File: config.mk
export PLATFORM = sky130hd
export DESIGN_NAME = tick_timer
export DESIGN_NICKNAME = d
export VERILOG_FILES = /design/src/rtl/tick_pkg.sv /design/src/rtl/tick_regfile.sv /design/src/rtl/tick_down_counter.sv /design/src/rtl/tick_event.sv /design/src/rtl/tick_timer.sv
export SDC_FILE = /design/constraint.sdc
export NUM_CORES = 1
export LEC_CHECK = 0
export BUFFER_PORTS_ARGS = -buffer_cell sky130_fd_sc_hd__clkbuf_2
export CAP_MARGIN = 15
export CORE_MARGIN = 10
export CORE_UTILIZATION = 27
export DETAILED_ROUTE_END_ITERATION = 10
export PLACE_DENSITY_LB_ADDON = 0.05
export SLEW_MARGIN = 20
export SYNTH_ARGS = -nofsm -noshare
export SYNTH_HDL_FRONTEND = slang
export SYNTH_SLANG_ARGS = --single-unit
File: constraint.sdc
create_clock -name clk -period 4.5 [get_ports clk]
set_clock_uncertainty 0.05 [all_clocks]
set_input_delay 0.225 -clock clk [delete_from_list [all_inputs] [get_ports clk]]
set_output_delay 0.225 -clock clk [all_outputs]
set_load 0.02 [all_outputs]
File: src/rtl/tick_pkg.sv
// Shared constants and the register word map of the tick timer.
// Assumes a 32-bit register word and a 2-bit word address.
package tick_pkg;
    localparam int DATA_W   = 32;
    localparam int CNT_W    = 24;
    localparam int ADDR_W   = 2;

    // Control/status field positions (fixed, software decodes them)
    localparam int EN_BIT   = 0;
    localparam int IE_BIT   = 1;
    localparam int SRC_BIT  = 2;
    localparam int FLAG_BIT = 16;

    typedef enum logic [ADDR_W-1:0] {
        SEL_CTRL    = 2'd0,
        SEL_RELOAD  = 2'd1,
        SEL_CURRENT = 2'd2,
        SEL_NONE    = 2'd3
    } reg_sel_e;
endpackage

File: src/rtl/tick_regfile.sv
// Holds the writable control bits and the reload value, and decodes the
// write strobes that start a load or clear the count.
// Assumes at most one access per cycle on the register port.
module tick_regfile
    import tick_pkg::*;
#(
    parameter int P_DATA_W = DATA_W,
    parameter int P_CNT_W  = CNT_W,
    parameter int P_ADDR_W = ADDR_W
) (
    input  logic                clk,
    input  logic                rst_n,
    input  logic [P_ADDR_W-1:0] addr,
    input  logic                wr_en,
    input  logic [P_DATA_W-1:0] wr_data,
    output logic                run_en,
    output logic                irq_en,
    output logic                core_src,
    output logic [P_CNT_W-1:0]  reload_val,
    output logic                start_load,
    output logic                cur_clear
);
    logic wr_ctrl;
    logic wr_reload;

    // Purpose: decode which word a write targets and the derived pulses.
    always_comb begin
        wr_ctrl    = wr_en && (addr == P_ADDR_W'(SEL_CTRL));
        wr_reload  = wr_en && (addr == P_ADDR_W'(SEL_RELOAD));
        cur_clear  = wr_en && (addr == P_ADDR_W'(SEL_CURRENT));
        start_load = wr_ctrl && wr_data[EN_BIT] && !run_en;
    end

    // Purpose: store the control bits and the low bits of the reload word.
    always_ff @(posedge clk) begin
        if (!rst_n) begin
            run_en     <= 1'b0;
            irq_en     <= 1'b0;
            core_src   <= 1'b0;
            reload_val <= '0;
        end else begin
            if (wr_ctrl) begin
                run_en   <= wr_data[EN_BIT];
                irq_en   <= wr_data[IE_BIT];
                core_src <= wr_data[SRC_BIT];
            end
            if (wr_reload) begin
                reload_val <= wr_data[P_CNT_W-1:0];
            end
        end
    end
endmodule

File: src/rtl/tick_down_counter.sv
// The down-counter: loads on start, steps when running, wraps 1 -> 0,
// reloads on the step after zero. A clear forces the count to 0.
// Assumes start_load and cur_clear are never high together.
module tick_down_counter #(
    parameter int P_CNT_W = tick_pkg::CNT_W
) (
    input  logic               clk,
    input  logic               rst_n,
    input  logic               run_en,
    input  logic               step,
    input  logic               start_load,
    input  logic               cur_clear,
    input  logic [P_CNT_W-1:0] reload_val,
    output logic [P_CNT_W-1:0] count,
    output logic               wrap
);
    localparam logic [P_CNT_W-1:0] ONE = P_CNT_W'(1);

    logic advance;

    // Purpose: decide whether this edge is a counting step and a wrap.
    always_comb begin
        advance = run_en && step && !start_load && !cur_clear;
        wrap    = advance && (count == ONE);
    end

    // Purpose: update the count in load / clear / step priority.
    always_ff @(posedge clk) begin
        if (!rst_n) begin
            count <= '0;
        end else if (cur_clear) begin
            count <= '0;
        end else if (start_load) begin
            count <= reload_val;
        end else if (advance) begin
            if (count == '0) begin
                count <= reload_val;
            end else begin
                count <= count - ONE;
            end
        end
    end
endmodule

File: src/rtl/tick_event.sv
// Sticky wrap flag with read-to-clear, and the one-cycle interrupt pulse.
// Assumes wrap is already suppressed on cycles that clear the count.
module tick_event (
    input  logic clk,
    input  logic rst_n,
    input  logic wrap,
    input  logic irq_en,
    input  logic ctrl_rd,
    input  logic cur_clear,
    output logic flag,
    output logic irq
);
    // Purpose: set the flag on wrap, otherwise clear it on read or count clear.
    always_ff @(posedge clk) begin
        if (!rst_n) begin
            flag <= 1'b0;
        end else if (wrap) begin
            flag <= 1'b1;
        end else if (ctrl_rd || cur_clear) begin
            flag <= 1'b0;
        end
    end

    // Purpose: register a single-cycle request for each enabled wrap.
    always_ff @(posedge clk) begin
        if (!rst_n) begin
            irq <= 1'b0;
        end else begin
            irq <= wrap && irq_en;
        end
    end
endmodule

File: src/rtl/tick_timer.sv
// Top of the tick timer: register file, counter, event logic and the
// registered read port. Assumes ref_tick is synchronous and one cycle wide.
module tick_timer
    import tick_pkg::*;
(
    input  logic              clk,
    input  logic              rst_n,
    input  logic              ref_tick,
    input  logic [ADDR_W-1:0] addr,
    input  logic              wr_en,
    input  logic [DATA_W-1:0] wr_data,
    input  logic              rd_en,
    output logic [DATA_W-1:0] rd_data,
    output logic              irq
);
    logic             run_en;
    logic             irq_en;
    logic             core_src;
    logic [CNT_W-1:0] reload_val;
    logic             start_load;
    logic             cur_clear;
    logic [CNT_W-1:0] count;
    logic             wrap;
    logic             flag;
    logic             step;
    logic             ctrl_rd;
    logic [DATA_W-1:0] ctrl_word;

    tick_regfile #(
        .P_DATA_W(DATA_W), .P_CNT_W(CNT_W), .P_ADDR_W(ADDR_W)
    ) u_regs (
        .clk(clk), .rst_n(rst_n), .addr(addr), .wr_en(wr_en),
        .wr_data(wr_data), .run_en(run_en), .irq_en(irq_en),
        .core_src(core_src), .reload_val(reload_val),
        .start_load(start_load), .cur_clear(cur_clear)
    );

    // Purpose: pick the counting step source each cycle.
    always_comb begin
        step    = core_src || ref_tick;
        ctrl_rd = rd_en && (addr == ADDR_W'(SEL_CTRL));
    end

    tick_down_counter #(.P_CNT_W(CNT_W)) u_cnt (
        .clk(clk), .rst_n(rst_n), .run_en(run_en), .step(step),
        .start_load(start_load), .cur_clear(cur_clear),
        .reload_val(reload_val), .count(count), .wrap(wrap)
    );

    tick_event u_evt (
        .clk(clk), .rst_n(rst_n), .wrap(wrap), .irq_en(irq_en),
        .ctrl_rd(ctrl_rd), .cur_clear(cur_clear), .flag(flag), .irq(irq)
    );

    // Purpose: assemble the control/status word; a same-cycle wrap reads as set.
    always_comb begin
        ctrl_word           = '0;
        ctrl_word[EN_BIT]   = run_en;
        ctrl_word[IE_BIT]   = irq_en;
        ctrl_word[SRC_BIT]  = core_src;
        ctrl_word[FLAG_BIT] = flag || wrap;
    end

    // Purpose: register the selected word on a read, zero otherwise.
    always_ff @(posedge clk) begin
        if (!rst_n) begin
            rd_data <= '0;
        end else if (rd_en) begin
            case (addr)
                ADDR_W'(SEL_CTRL):    rd_data <= ctrl_word;
                ADDR_W'(SEL_RELOAD):  rd_data <= DATA_W'(reload_val);
                ADDR_W'(SEL_CURRENT): rd_data <= DATA_W'(count);
                default:              rd_data <= '0;
            endcase
        end else begin
            rd_data <= '0;
        end
    end
endmodule

# Word-level counts from Yosys, hierarchy flattened
# Cells that the tools add are included.
# W data, S select, Z words.
# word_totals
word_cells	42
input_bits	39
out_inout_bits	33
ff_bits	85
# classes
n_reduce_logical	23
n_bitwise	1
addsub	1
mux	6
n_eq_ne	3
# ops
operator	n
$mux W24	3
$pmux W24 S3	1
$eq A24 B1 Y1 const B	1
$logic_not A24 Y1	1
$sub A24 B1 Y24 const B	1
$logic_and A1 B1 Y1	11
$reduce_bool A2 Y1	2
$logic_not A1 Y1	3
$logic_or A1 B1 Y1	3
$eq A2 B1 Y1 const B	1
$eq A2 B2 Y1 const B	1
$logic_not A2 Y1	1
$mux W1	2
$reduce_and A2 Y1	1
$reduce_or A2 Y1	1
$not A1 Y1	1

# Longest topological paths before layout
# logic_depth
depth_word	10
mapped_depth	9
mapped_depth_nobuf	7

# Cells and area by module
# From an unflattened synthesis, not the netlist that was laid out.
# unflattened
hier_cells	450
hier_area_um2	3812.4
# modules_own_cells
module	area_per_inst_um2	cells_each	seq_area_each_um2	instances
tick_down_counter	1636.6	224	480.5	1
tick_regfile	1119.8	118	540.5	1
tick_timer	989.7	103	480.5	1
tick_event	66.3	5	40.0	1

# Least setup slack after synthesis
# No wires, ideal clock.
# synth_path
path_type	register to register
start	register u_cnt.count[0]
end	register u_cnt.count[10]
path_stages_with_launch	8
path_slack_ns	2.512
required_time_ns	4.330
n_path_buf	0
arrival_ns	1.819
synth_period_minus_slack_ns	1.988
setup_time_ns	0.120
cell_sequence	dfxtp_1 inv_1 ha_1 nor3b_1 nand2_1 o32ai_1 a2111oi_0 a211o_1
# synth_between
elab_chain_cells	4
elab_cells_between_ends	5
cone_classes	add/sub (1); mux (3); reduce/logical (1)
# synth_rtl
element	line_no	source
from (decl)	tick_down_counter.sv:14	output logic [P_CNT_W-1:0] count,
from (signal assigned)	tick_down_counter.sv:34	count <= reload_val;
from (signal assigned)	tick_down_counter.sv:37	count <= reload_val;
from (signal assigned)	tick_down_counter.sv:39	count <= count - ONE;
$sub A24 B1 Y24 / $logic_not A24 Y1 (equally long branches)	tick_down_counter.sv:39, tick_down_counter.sv:36	
$mux W24 (*)	tick_down_counter.sv:36	if (count == '0) begin
$mux W24 (*)	tick_down_counter.sv:35	end else if (advance) begin
$mux W24 (*)	tick_down_counter.sv:33	end else if (start_load) begin
# Mark *: on every way between the ends. The rest lies on a longest branch, timed or not. The select of a mux whose other input is x is not followed.
# A chain may end at the register's enable or synchronous reset.

# Final worst setup path
# layout_path
start	register u_cnt.count[0]
end	register u_cnt.count[9]
# Same word-level chain as after synthesis.

==> impl_metrics.json <==
{
  "drt_iter0_markers": 154,
  "antenna_found_initial": 0,
  "cts_tree": "built",
  "grt_pass1_vias": 3498,
  "via_per_inst": 5.14,
  "worst_pin_slew_ps": 1030,
  "worstPathRequired_ps": 4690,
  "final_util": 0.319,
  "vdd_drop_max_uv": 172,
  "finalCriticalPeriod_ps": 2630,
  "dieArea_um2": 19200,
  "setup_viol": 0,
  "nFillCells": 1464,
  "dp_hpwl_um": 8370,
  "yosys_warnings": 0,
  "ctsLongestPathBuffers": 2,
  "num_vias": 3446,
  "critPathTopFamily": "compound AO/OA/AOI/OAI gates",
  "synth-edff-count": 0,
  "postCtsSetupBuffers": 0,
  "crit_buf_inv": 1,
  "finalHoldWorstSlack_ps": 55.8,
  "fin_crit_sh": 0.585,
  "synthesis.instances": 449,
  "path_clk_slew_ps": 60,
  "wire_per_inst_um": 17.9,
  "rows": 43,
  "ios": 72,
  "setup_tns_ps": 0,
  "placed_cells": 654,
  "slowest_stage": "a21oi_2",
  "initial_core_util": 0.275,
  "fp.dieH_um": 139,
  "min_path_type": "primary input to flop",
  "synth-async-reset-ratio": 0,
  "crit_fanout": 15,
  "grt_max_degree": 34,
  "cts_made_buffers": 9,
  "firstDrtPassIters": 4,
  "rsz0062_at_grt": "no",
  "timing_hold_violations_final": 0,
  "arrival_ps": 2820,
  "power_density_nw_per_um2": 451,
  "hold_buffers": 0,
  "final_common_cell": "dfxtp_1",
  "root_buffer": "clkbuf_16",
  "worstSetupStartpointType": "flop",
  "max_freq_mhz": 380,
  "finalPower_mw": 1.99,
  "slew_violations": 0,
  "grtUsageTotal": 0.124,
  "synth-seq-cells": 77,
  "cp_slowest_stage_delay_ps": 830,
  "yosysTopAreaCellShare": 0.405,
  "final_cells": 670,
  "layout_common_cells": "dfxtp_1, nand2_1, clkbuf_2",
  "p_leak_nw": 1.69,
  "r2r_slack_ps": 1870,
  "gp_congestion": 0.861,
  "synthTopCellsByArea": "dfxtp_1, nand2_1, a21boi_0",
  "port_buffers": 55,
  "fp.dieW_um": 139,
  "coreArea_um2": 13800,
  "synthFlopType": "dfxtp_1",
  "slew_headroom": 0.315,
  "ant_nets": 0,
  "nets": 527,
  "critPathCaptureType": "flop",
  "cts_resized": 0,
  "syn2layout_area_growth_pct": 15.9,
  "htree_levels": 3,
  "syn-cell-area_um2": 3800,
  "numClockSinks": 77,
  "synth.yosys.seq_area_share": 0.405,
  "maxCapViolCount": 0,
  "status": "finished, final reports clean",
  "overflow": 0,
  "drc_errors": 0,
  "final_layout_size_suffix_gt1_frac": 0.169,
  "grt_pass1_wl_um": 19300,
  "ys_types": 66,
  "worst_skew_pair.late_latency_ps": 350,
  "antenna_cells": 0,
  "critPathKind": "flop to flop",
  "crit_path_cell_trace": "inv_1, ha_1, and4bb_1, a21oi_2, nor3_4, a221o_1",
  "synth_area_per_cell_um2": 8.47,
  "yosys.area.top_type": "dfxtp_1",
  "wl_um": 12000
}
[through the flow]
step                area, um2  setup slack, ps
finish                   4410             1870
global route             4410             1610
CTS                      4410             1840
detailed placement       4130             1850
global placement         4130             1880
floorplan                3830             2510
[report_power, final]
part / internal (mW) / total, mW / leakage, nW / switching, mW
logic: 0.189 / 0.569 / 0.938 / 0.380
registers: 0.705 / 0.737 / 0.623 / 0.0320
clock network: 0.403 / 0.680 / 0.134 / 0.277
[cells in the mapped netlist, drive strengths merged, types with 2 or more instances]
library cell  count
a41oi             2
ha                3
nor2             41
nor2b             5
and3              4
or3               7
nor3             11
o2111ai           2
a211o             2
a221o             3
o31ai             3
nand3            20
mux2i            13
or4               7
o22ai             7
inv               5
a31oi            10
dfxtp            77
o21ai             7
a21boi           25
clkbuf           20
nor4             10
and2              2
a21oi            12
a22oi            22
nand2            70
nand2b            3
nand4            11
o221ai            2
buf              21
[area by class of cell]
| cell class | instances | area [um2] | area share |
|---|---|---|---|
| Timing Repair Buffer | 59 | 305 | 0.0693 |
| Multi-Input combinational cell | 333 | 2040 | 0.464 |
| Tap cell | 180 | 225 | 0.0511 |
| Clock buffer | 15 | 268 | 0.0607 |
| Inverter | 5 | 18.8 | 0.00426 |
| Sequential cell | 77 | 1540 | 0.350 |
| Clock inverter | 1 | 5.00 | 0.00114 |
[worst reg2reg max path, stage by stage (launching register included)]
cell and delay [ps]:
dfxtp_1 460, inv_1 130, ha_1 260, and4bb_1 260, a21oi_2 830, nor3_4 150
a221o_1 380
[registers in the layout, indices dropped and copies added, names as in the netlist]
| register | count |
|---|---|
| u_evt.irq | 1 |
| u_regs.run_en | 1 |
| u_regs.core_src | 1 |
| u_evt.flag | 1 |
| u_regs.irq_en | 1 |
| u_cnt.count | 24 |
| u_regs.reload_val | 24 |
| rd_data | 24 |
[routing by layer]
layer	track usage	wire, um	vias up
met1	0.155	5730	1649
met5	0	0	-
met2	0.196	5420	84
li1	-	-	1701
met3	0.0449	671	12
met4	0.0362	146	0
[logic make-up after synthesis]
kind of cell,after synthesis,synth area share
AND/OR/NAND/NOR,200,0.272
flip-flops,77,0.405
multiplexers,13,0.0342
AO/OA/AOI/OAI,109,0.214
buffers and inverters,46,0.0642
other,1,0.000986
adder cells (fa/ha/maj),3,0.00987
[worst paths after layout]
kind / from / to / cells after the start
worst min-delay path: wr_data[17] / u_regs.reload_val[17] / 3
worst max register to register: u_cnt.count[0] / u_cnt.count[9] / 6
worst max-delay path: u_cnt.count[0] / u_cnt.count[9] / 6
worst min register to register: u_evt.flag / rd_data[16] / 2
(Power assumes the default switching activity.)
